## src/rtl/regmap_pkg.sv

```systemverilog
package regmap_pkg;

    typedef enum logic [1:0] {
        RC_INT  = 2'd0,
        RC_FP   = 2'd1,
        RC_MISC = 2'd2
    } reg_class_e;

endpackage

```

## src/rtl/regmap_classify.sv

```systemverilog
module regmap_classify
    import regmap_pkg::*;
#(
    parameter int LI  = 8,
    parameter int LF  = 8,
    parameter int NPF = 32,
    parameter int AW  = 5,
    parameter int PW  = 6
) (
    input  logic [AW-1:0] arch,
    output reg_class_e    cls,
    output logic [PW-1:0] fixed_phys
);
    localparam int NL = LI + LF;
    localparam logic [AW-1:0] LI_A = AW'(LI);
    localparam logic [AW-1:0] NL_A = AW'(NL);

    always_comb begin
        if (arch < LI_A) begin
            cls = RC_INT;
        end else if (arch < NL_A) begin
            cls = RC_FP;
        end else begin
            cls = RC_MISC;
        end
        fixed_phys = PW'(int'(arch) - NL + NPF);
    end

endmodule

```

## src/rtl/regmap_table.sv

```systemverilog
module regmap_table #(
    parameter int LI = 8,
    parameter int LF = 8,
    parameter int PI = 16,
    parameter int AW = 5,
    parameter int PW = 6
) (
    input  logic          clk,
    input  logic          rst_n,
    input  logic          wr_en,
    input  logic [AW-1:0] wr_arch,
    input  logic [PW-1:0] wr_phys,
    input  logic          ov_en,
    input  logic [AW-1:0] ov_arch,
    input  logic [PW-1:0] ov_phys,
    input  logic [AW-1:0] rd_a_arch,
    output logic [PW-1:0] rd_a_phys,
    input  logic [AW-1:0] rd_b_arch,
    output logic [PW-1:0] rd_b_phys
);
    localparam int NL = LI + LF;
    localparam int IW = (NL > 1) ? $clog2(NL) : 1;
    localparam logic [AW-1:0] NL_A = AW'(NL);

    typedef struct packed {
        logic [NL-1:0][PW-1:0] ent;
    } map_s;

    function automatic map_s init_map();
        map_s m;
        for (int i = 0; i < NL; i++) begin
            m.ent[i] = (i < LI) ? PW'(i) : PW'(PI + i - LI);
        end
        return m;
    endfunction

    localparam map_s MAP_INIT = init_map();

    map_s st_d, st_q;

    always_comb begin
        st_d = st_q;
        if (wr_en && wr_arch < NL_A) begin
            st_d.ent[wr_arch[IW-1:0]] = wr_phys;
        end
        // recovery write is applied last so it wins over a rename
        if (ov_en && ov_arch < NL_A) begin
            st_d.ent[ov_arch[IW-1:0]] = ov_phys;
        end
    end

    always_ff @(posedge clk) begin
        if (!rst_n) begin
            st_q <= MAP_INIT;
        end else begin
            st_q <= st_d;
        end
    end

    always_comb begin
        rd_a_phys = (rd_a_arch < NL_A) ? st_q.ent[rd_a_arch[IW-1:0]] : '0;
        rd_b_phys = (rd_b_arch < NL_A) ? st_q.ent[rd_b_arch[IW-1:0]] : '0;
    end

endmodule

```

## src/rtl/regmap_scoreboard.sv

```systemverilog
module regmap_scoreboard #(
    parameter int LI = 8,
    parameter int PI = 16,
    parameter int LF = 8,
    parameter int PF = 16,
    parameter int NM = 4,
    parameter int PW = 6
) (
    input  logic          clk,
    input  logic          rst_n,
    input  logic          set_en,
    input  logic [PW-1:0] set_idx,
    input  logic          clr_en,
    input  logic [PW-1:0] clr_idx,
    input  logic [PW-1:0] q_idx,
    output logic          q_rdy
);
    localparam int NPT = PI + PF + NM;
    localparam logic [PW-1:0] NPT_A = PW'(NPT);

    typedef struct packed {
        logic [NPT-1:0] rdy;
    } sb_s;

    function automatic logic [NPT-1:0] init_rdy();
        logic [NPT-1:0] v;
        for (int i = 0; i < NPT; i++) begin
            v[i] = (i < LI) || (i >= PI && i < PI + LF) || (i >= PI + PF);
        end
        return v;
    endfunction

    localparam logic [NPT-1:0] RDY_INIT = init_rdy();

    sb_s sb_d, sb_q;

    always_comb begin
        sb_d = sb_q;
        if (set_en && set_idx < NPT_A) begin
            sb_d.rdy[set_idx] = 1'b1;
        end
        // a fresh allocation outranks a stale writeback mark
        if (clr_en && clr_idx < NPT_A) begin
            sb_d.rdy[clr_idx] = 1'b0;
        end
    end

    always_ff @(posedge clk) begin
        if (!rst_n) begin
            sb_q.rdy <= RDY_INIT;
        end else begin
            sb_q <= sb_d;
        end
    end

    always_comb begin
        q_rdy = ((q_idx < NPT_A) ? sb_q.rdy[q_idx] : 1'b0)
              | (set_en && set_idx == q_idx);
    end

endmodule

```

## src/rtl/regmap_sb.sv

```systemverilog
module regmap_sb
    import regmap_pkg::*;
#(
    parameter int LOG_INT  = 8,
    parameter int PHYS_INT = 16,
    parameter int LOG_FP   = 8,
    parameter int PHYS_FP  = 16,
    parameter int NUM_MISC = 4,
    parameter int ZERO_INT = 0,
    parameter int ZERO_FP  = 8,
    localparam int NL  = LOG_INT + LOG_FP,
    localparam int NPF = PHYS_INT + PHYS_FP,
    localparam int NPT = NPF + NUM_MISC,
    localparam int AW  = $clog2(NL + NUM_MISC),
    localparam int PW  = $clog2(NPT),
    localparam int CW  = $clog2(((PHYS_INT > PHYS_FP) ? PHYS_INT : PHYS_FP) + 1)
) (
    input  logic          clk,
    input  logic          rst_n,
    input  logic          ren_valid,
    input  logic [AW-1:0] ren_arch,
    output logic          ren_ready,
    output logic [PW-1:0] ren_new,
    output logic [PW-1:0] ren_prev,
    output logic          int_fl_pop,
    input  logic          int_fl_valid,
    input  logic [PW-1:0] int_fl_phys,
    input  logic [CW-1:0] int_fl_count,
    output logic          fp_fl_pop,
    input  logic          fp_fl_valid,
    input  logic [PW-1:0] fp_fl_phys,
    input  logic [CW-1:0] fp_fl_count,
    input  logic [AW-1:0] lk_arch,
    output logic [PW-1:0] lk_phys,
    input  logic          rdy_set,
    input  logic [PW-1:0] rdy_set_phys,
    input  logic [PW-1:0] rdy_query_phys,
    output logic          rdy_query_out,
    input  logic          ovr_valid,
    input  logic [AW-1:0] ovr_arch,
    input  logic [PW-1:0] ovr_phys,
    output logic [CW-1:0] avail_count
);
    localparam logic [AW-1:0] ZI_A = AW'(ZERO_INT);
    localparam logic [AW-1:0] ZF_A = AW'(ZERO_FP);
    localparam int NPORT = 2;   // port 0: rename, port 1: lookup

    logic [AW-1:0] cl_arch [NPORT];
    reg_class_e    cl_cls  [NPORT];
    logic [PW-1:0] cl_fix  [NPORT];

    assign cl_arch[0] = ren_arch;
    assign cl_arch[1] = lk_arch;

    for (genvar g = 0; g < NPORT; g++) begin : g_cls
        regmap_classify #(
            .LI (LOG_INT),
            .LF (LOG_FP),
            .NPF(NPF),
            .AW (AW),
            .PW (PW)
        ) cls_i (
            .arch      (cl_arch[g]),
            .cls       (cl_cls[g]),
            .fixed_phys(cl_fix[g])
        );
    end

    logic          rn_zero, need_int, need_fp, fire;
    logic          map_wr_en, ov_en, clr_en;
    logic [PW-1:0] map_a, map_b;

    always_comb begin
        rn_zero    = (ren_arch == ZI_A) || (ren_arch == ZF_A);
        need_int   = (cl_cls[0] == RC_INT) && !rn_zero;
        need_fp    = (cl_cls[0] == RC_FP) && !rn_zero;
        ren_ready  = !(need_int && !int_fl_valid) && !(need_fp && !fp_fl_valid);
        fire       = ren_valid && ren_ready;
        int_fl_pop = fire && need_int;
        fp_fl_pop  = fire && need_fp;

        if (cl_cls[0] == RC_MISC) begin
            ren_new  = cl_fix[0];
            ren_prev = cl_fix[0];
        end else begin
            ren_prev = map_a;
            if (rn_zero) begin
                ren_new = PW'(ren_arch);
            end else if (need_int) begin
                ren_new = int_fl_phys;
            end else begin
                ren_new = fp_fl_phys;
            end
        end

        map_wr_en = int_fl_pop || fp_fl_pop;
        ov_en     = ovr_valid;
        clr_en    = fire && !rn_zero;

        lk_phys     = (cl_cls[1] == RC_MISC) ? cl_fix[1] : map_b;
        avail_count = (int_fl_count < fp_fl_count) ? int_fl_count : fp_fl_count;
    end

    regmap_table #(
        .LI(LOG_INT),
        .LF(LOG_FP),
        .PI(PHYS_INT),
        .AW(AW),
        .PW(PW)
    ) map_i (
        .clk      (clk),
        .rst_n    (rst_n),
        .wr_en    (map_wr_en),
        .wr_arch  (ren_arch),
        .wr_phys  (ren_new),
        .ov_en    (ov_en),
        .ov_arch  (ovr_arch),
        .ov_phys  (ovr_phys),
        .rd_a_arch(ren_arch),
        .rd_a_phys(map_a),
        .rd_b_arch(lk_arch),
        .rd_b_phys(map_b)
    );

    regmap_scoreboard #(
        .LI(LOG_INT),
        .PI(PHYS_INT),
        .LF(LOG_FP),
        .PF(PHYS_FP),
        .NM(NUM_MISC),
        .PW(PW)
    ) sb_i (
        .clk    (clk),
        .rst_n  (rst_n),
        .set_en (rdy_set),
        .set_idx(rdy_set_phys),
        .clr_en (clr_en),
        .clr_idx(ren_new),
        .q_idx  (rdy_query_phys),
        .q_rdy  (rdy_query_out)
    );

endmodule

```

## config.mk

```make
export PLATFORM = sky130hd
export DESIGN_NAME = regmap_sb
export DESIGN_NICKNAME = d
export VERILOG_FILES = /design/src/rtl/regmap_pkg.sv /design/src/rtl/regmap_classify.sv /design/src/rtl/regmap_table.sv /design/src/rtl/regmap_scoreboard.sv /design/src/rtl/regmap_sb.sv
export SDC_FILE = /design/constraint.sdc
export NUM_CORES = 1
export LEC_CHECK = 0
export CAP_MARGIN = 20
export CORE_UTILIZATION = 35
export DETAILED_ROUTE_END_ITERATION = 6
export SYNTH_ARGS = -nofsm -noshare
export SYNTH_HDL_FRONTEND = slang
export SYNTH_SLANG_ARGS = --single-unit
```

## constraint.sdc

```tcl
create_clock -name clk -period 2.64 [get_ports clk]
set_input_delay 0.528 -clock clk [delete_from_list [all_inputs] [get_ports clk]]
set_output_delay 0.528 -clock clk [all_outputs]
set_load 0.02 [all_outputs]
```

==> results of run 1 <==
area by class of cell:
cell class	instances	area (um2)	area share, %
Sequential cell	132	2650	23.2
Clock inverter	13	175	1.54
Tap cell	319	399	3.50
Multi-Input combinational cell	669	5390	47.3
Clock buffer	19	433	3.80
Inverter	12	50.0	0.439
Timing Repair Buffer	235	2300	20.2
path summary, 6_finish.rpt:
kind         slack (ns)  cells past startpoint             end
min                0.47                      2  map_i.st_q[19]
max                -0.1                      6      lk_phys[1]
max reg2reg        1.77                      3  map_i.st_q[61]
min reg2reg        0.48                      2   sb_i.sb_q[20]
layout by cell type, fill, tap and decap left out, types with 16 or more instances in the layout:
cell type	instances
nand2_1	105
mux4_2	65
o22ai_1	22
o211ai_1	28
nor2_1	69
clkdlybuf4s50_1	44
buf_6	19
buf_4	124
a21oi_1	44
mux2i_1	36
dfxtp_1	130
nand3_1	45
clkbuf_16	17
o21ai_0	42
nand4_1	18
buf_12	18
o221ai_1	16
through the flow:
| step | hold slack, ns | setup WS [ns] | area, um2 | utilization, % | total power [mW] |
|---|---|---|---|---|---|
| 2_1_floorplan | 0.436 | 0.0156 | 8350 | - | 2.58 |
| 3_3_place_gp | 0.449 | -0.837 | 10400 | 44.5 | 3.02 |
| 3_5_place_dp | 0.457 | -0.844 | 10400 | 44.5 | 3.03 |
| 4_1_cts | 0.448 | -0.168 | 11300 | 48.1 | 5.56 |
| 5_1_grt | 0.463 | -0.124 | 11400 | 48.7 | 5.75 |
| 6_report | 0.469 | -0.0992 | 11400 | 48.7 | 5.60 |
sequential cells by signal (all words and copies together) (netlist names):
| signal | cells |
|---|---|
| map_i.st_q | 96 |
| sb_i.sb_q | 36 |
layer usage:
metal,part of all wire [%],up-vias
met3,11,60
met5,0,-
met1,42,3959
met2,44,423
met4,2.7,0
li1,-,3750
worst max-delay path: stages:
cell	delay, ns
buf_12	0.10
buf_12	0.14
mux4_2	0.50
mux4_2	0.51
mux2_4	0.29
buf_6	0.13
report_power, final:
group / switching [mW] / internal, mW
Clock: 1.01 / 1.51
Sequential: 0.0184 / 2.01
Combinational: 0.531 / 0.513
Total: 1.56 / 4.03
logic make-up after synthesis:
kind of cell	Yosys count	share of synthesized area, %
buffers and inverters	92	5.11
adders and majority gates	4	0.600
DFF	132	31.7
xor gates and xnor gates	5	0.525
muxes	117	24.0
AOI/OAI and AO/OA	215	17.4
and+or+nand+nor	328	20.6
what timing repair did:
action / CTS / global route
buffers inserted: 4 / 8
gates resized for setup: 168 / 40
cloned: 5 / 0
hold endpoints to repair: 0 / 0
setup endpoints to repair: 29 / 24
pin swaps: 7 / 9
==> metrics.txt, run 1 <==
Synthesized Nets=959; min-delay worst type=input pin to register; antenna cell count=0; Clk Latency, worst-skew pair=0.43 ns; Yosys cell types=60; first-pass detailed-route iteration total=5; Final Net Count=1,133; synth cell count leaders=dfxtp_1, nand2_1, nor2_1; violated checks=setup timing; ys async rst share=0%; fin cells=1,399; crit path launch=lk_arch[0]; Total GRT Usage=24.3%; Final ANT Viol Nets=0; arrival time worst endpoint=2.21 ns; largest net degree at the start of global routing=69; GRT overflow=0; Syn Inst Count=893; syn_area_per_cell=9.35 um2; Initial Utilization=35.7%; I/O Buffers=88; share of cells above drive strength 1=31.9%; synthesized area=0.00835 mm2; Leakage=4.59 nW; GR Layer Usage met1=33.2%; initial antenna violation count=0; Tmin final=2.74 ns; Clock Sinks=132; first-pass GRT wire length=44.6 mm; largest fanout on the critical path=7; placed cell count=1,350; cts hold-fix bufs=0; power per cell area=491 mW/mm2; GR Util met2=36.6%; wire per inst=21.0 um; H-tree levels=4; Setup WS post-layout=-0.0992 ns; vias post-DR=8,192; Worst setup SP type=input pin; outcome=finished with violations; fmax=365 MHz; Total Wirelength=29.3 mm; count leader, synth=dfxtp_1; met3 usage=6.12%; crit path kind=input pin to primary output; Final GP Congestion=0.895; most area-hungry cell type in the Yosys netlist=dfxtp_1; DRT iter0 DRCs=751; max-cap violations=0; die footprint=0.0245 mm2; layer with the highest usage=met2; CTS clk-pin slew, worst paths=0.07 ns; Worst Skew=0 ns; Die X=156 um; Syn. warnings=0; IO Pins=89; Area growth, synth to finish=36.5%; Fillers=2,191; CP endpoint kind=primary output; sequential area share after synthesis=31.7%; RSZ-0062 raised after global routing=true; DP Wirelength=20.9 mm; ys flop type=dfxtp_1; relative slew slack=48.7%; Area contributors post-synth=dfxtp_1, mux4_2, nand2_1; TritonCTS clock tree=built; Final Hold Violating Endpoints=0; CTS Buffer Depth=2; FP Rows=56; sum of negative setup slack=-0.488 ns; Hold Startpoint=rst_n; vias per std cell=5.86; Core ar.=0.0234 mm2; die height=156 um; # DRC=0; Max IR drop VDD=0.000372 V; # setup viols final=9; synthesized flop and latch total=132; vias in the first global route=7,785; Reg-to-Reg Start=map_i.st_q[61]; fin. max-slew vios=0; Post-synth EDFFs=0; Worst Max-Slew Pin Slew=0.768 ns; post-synth top area share=31.7%; cts bufs inserted=17; root buffer cell=clkbuf_16; Required @ worst endpoint=2.11 ns; fin crit share=104%
Note: power is estimated with default switching activity, not from simulation.
==> run 2, diff against run 1 <==
Settings changed: CORE_MARGIN set to 2, CORE_UTILIZATION 35 to 52, PLACE_DENSITY set to 0.77.
==> metrics.txt, run 2 (same netlist as run 1, synthesis figures left out) <==
outcome=finished with violations (unchanged); violated checks=DRC, setup timing (was setup timing); root buffer cell=clkbuf_16 (unchanged); Reg with most FFs=map_i.st_q (unchanged); initial antenna violation count=0 (unchanged); share of cells above drive strength 1=31.3% (was 31.9%); vias post-DR=8,817 (was 8,192); fin crit share=105% (was 104%); DRT iter0 DRCs=1,190 (was 751); Final Net Count=1,117 (was 1,133); Max IR drop VDD=0.000502 V (was 0.000372 V); Total GRT Usage=34.7% (was 24.3%); Worst Skew=0 ns (unchanged); die footprint=0.0171 mm2 (was 0.0245 mm2); wire per inst=23.5 um (was 21.0 um); cts bufs inserted=17 (unchanged); Area growth, synth to finish=34.2% (was 36.5%); slowest stage delay, CP=0.54 ns (was 0.51 ns); Die X=131 um (was 156 um); antenna cell count=0 (unchanged); # DRC=28 (was 0); Final GP Congestion=0.945 (was 0.895); vias per std cell=6.89 (was 5.86); Setup WS post-layout=-0.128 ns (was -0.0992 ns); sw frac=25.9% (was 27.9%); # setup viols final=10 (was 9); max reg flops=96 (unchanged); CTS clk-pin slew, worst paths=0.06 ns (was 0.07 ns); Final Hold Violating Endpoints=0 (unchanged); Final Power=5.80 mW (was 5.60 mW); min-delay worst type=input pin to register (unchanged); worst hold margin=0.468 ns (was 0.469 ns); commonest non-fill, non-tap cell in the layout=dfxtp_1 (unchanged); Reg-to-Reg Start=map_i.st_q[19] (was map_i.st_q[61]); first-pass GRT wire length=44.6 mm (about the same); H-tree levels=4 (unchanged); crit path cell chain=buf_12, buf_12, buf_12, mux4_2, mux4_2, nor2b_4, buf_6 (was buf_12, buf_12, mux4_2, mux4_2, mux2_4, buf_6); CP endpoint kind=primary output (unchanged); sum of negative setup slack=-0.629 ns (was -0.488 ns); clock share of power=46.8% (was 45.0%); Tmin final=2.77 ns (was 2.74 ns); Seq pwr share=35.1% (was 36.3%); Leakage=4.51 nW (was 4.59 nW); Total Wirelength=30.1 mm (was 29.3 mm); DP Wirelength=20.1 mm (was 20.9 mm); GRT overflow=0 (unchanged); Worst setup SP type=input pin (unchanged); power per cell area=517 mW/mm2 (was 491 mW/mm2); WHS Path Cells=2 (unchanged); RSZ-0062 raised after global routing=true (unchanged); CP dominant cell by count=buf_12; sw power=1.50 mW (was 1.56 mW); fin area=0.0112 mm2 (was 0.0114 mm2); IO Pins=89 (unchanged); FP Rows=46 (was 56); Hold EP=map_i.st_q[66] (was map_i.st_q[19]); Critical Path Slowest Stage Cell=mux4_2 (unchanged); vias in the first global route=8,032 (was 7,785); TritonCTS clock tree=built (unchanged); Initial Utilization=52.9% (was 35.7%); crit path kind=input pin to primary output (unchanged); most frequent cells in the layout=dfxtp_1, buf_4, nand2_1 (unchanged); max-cap violations=0 (unchanged); fin. max-slew vios=0 (unchanged); die height=131 um (was 156 um); fmax=361 MHz (was 365 MHz); placement-stage cell area=0.0101 mm2 (was 0.0104 mm2); r2r endpoint=map_i.st_q[19] (was map_i.st_q[61]); first-pass detailed-route iteration total=7 (was 5); Hold Startpoint=rst_n (unchanged); Clock Sinks=132 (unchanged); Worst Reg2Reg Path Length in Cells=4 (was 3); largest net degree at the start of global routing=49 (was 69); combinational share of power=18.1% (was 18.7%); reg2reg setup slack=1.62 ns (was 1.77 ns); Clk Latency, worst-skew pair=0.43 ns (about the same); largest fanout on the critical path=6 (was 7); Core ar.=0.0158 mm2 (was 0.0234 mm2); Required @ worst endpoint=2.11 ns (about the same); I/O Buffers=88 (unchanged); arrival time worst endpoint=2.24 ns (was 2.21 ns); Internal=4.30 mW (was 4.03 mW); pre-CTS WS=-0.848 ns (was -0.844 ns); biggest regs=map_i.st_q (96), sb_i.sb_q (36) (unchanged); Final ANT Viol Nets=0 (unchanged); relative slew slack=54.1% (was 48.7%); Worst Max-Slew Pin Slew=0.686 ns (was 0.768 ns); CTS Buffer Depth=2 (unchanged)
[run 2: timing repair]
action,in CTS,in global routing
gates cloned,5,0
hold buffers,0,0
pin swaps,8,10
setup buffers,9,7
resized for setup,194,43
setup endpoints to repair,27,24
[run 2: stage by stage]
| step | utilization, % | cells |
|---|---|---|
| detailed placement | 64.1 | 1227 |
| CTS | 70.4 | 1273 |
| finish | 71.0 | 1280 |
| floorplan | - | 893 |
| global route | 71.0 | 1280 |
| global placement | 64.1 | 1227 |
[run 2: metal layers]
layer | GRT usage [%] | vias up | part of all wire (%) | wire (um)
met5 | 0 | - | 0.076 | 23
met4 | 15.6 | 2 | 5.2 | 1570
met3 | 11.9 | 173 | 15 | 4430
met2 | 51.7 | 772 | 43 | 12900
met1 | 46.0 | 4158 | 37 | 11200
li1 | - | 3712 | - | -
[run 2: worst max-delay path by stage]
stage	to	slack, ns	start
6_report	ren_prev[4]	-0.13	ren_arch[0]
5_1_grt	ren_prev[4]	-0.12	ren_arch[0]
4_1_cts	rdy_query_out	-0.13	rdy_query_phys[1]
3_5_place_dp	rdy_query_out	-0.85	rdy_query_phys[0]
3_3_place_gp	avail_count[0]	-0.82	fp_fl_count[1]
2_1_floorplan	lk_phys[4]	0.02	lk_arch[0]
[run 2: cell type report]
type	instances	area, um2
Fill cell	1107	4570
Tap cell	216	270
Sequential cell	132	2640
Clock buffer	18	439
Inverter	12	47.5
Multi-Input combinational cell	669	5420
Clock inverter	14	233
Timing Repair Buffer	219	2150
[run 2: critical path: cells and delay by family]
family                 cells  cell delay [ns]
multiplexers               2             1.05
buffers and inverters      4             0.50
AND/OR/NAND/NOR            1             0.16
[run 2: power by group through the flow]
stage	registers, mW	logic (mW)	clock network, mW
after floorplan	2.07	0.509	0
after global placement	2.07	0.903	0
after detailed placement	2.08	0.916	0
after CTS	2.03	0.990	2.70
after global routing	2.04	1.09	2.79
final	2.03	1.05	2.71
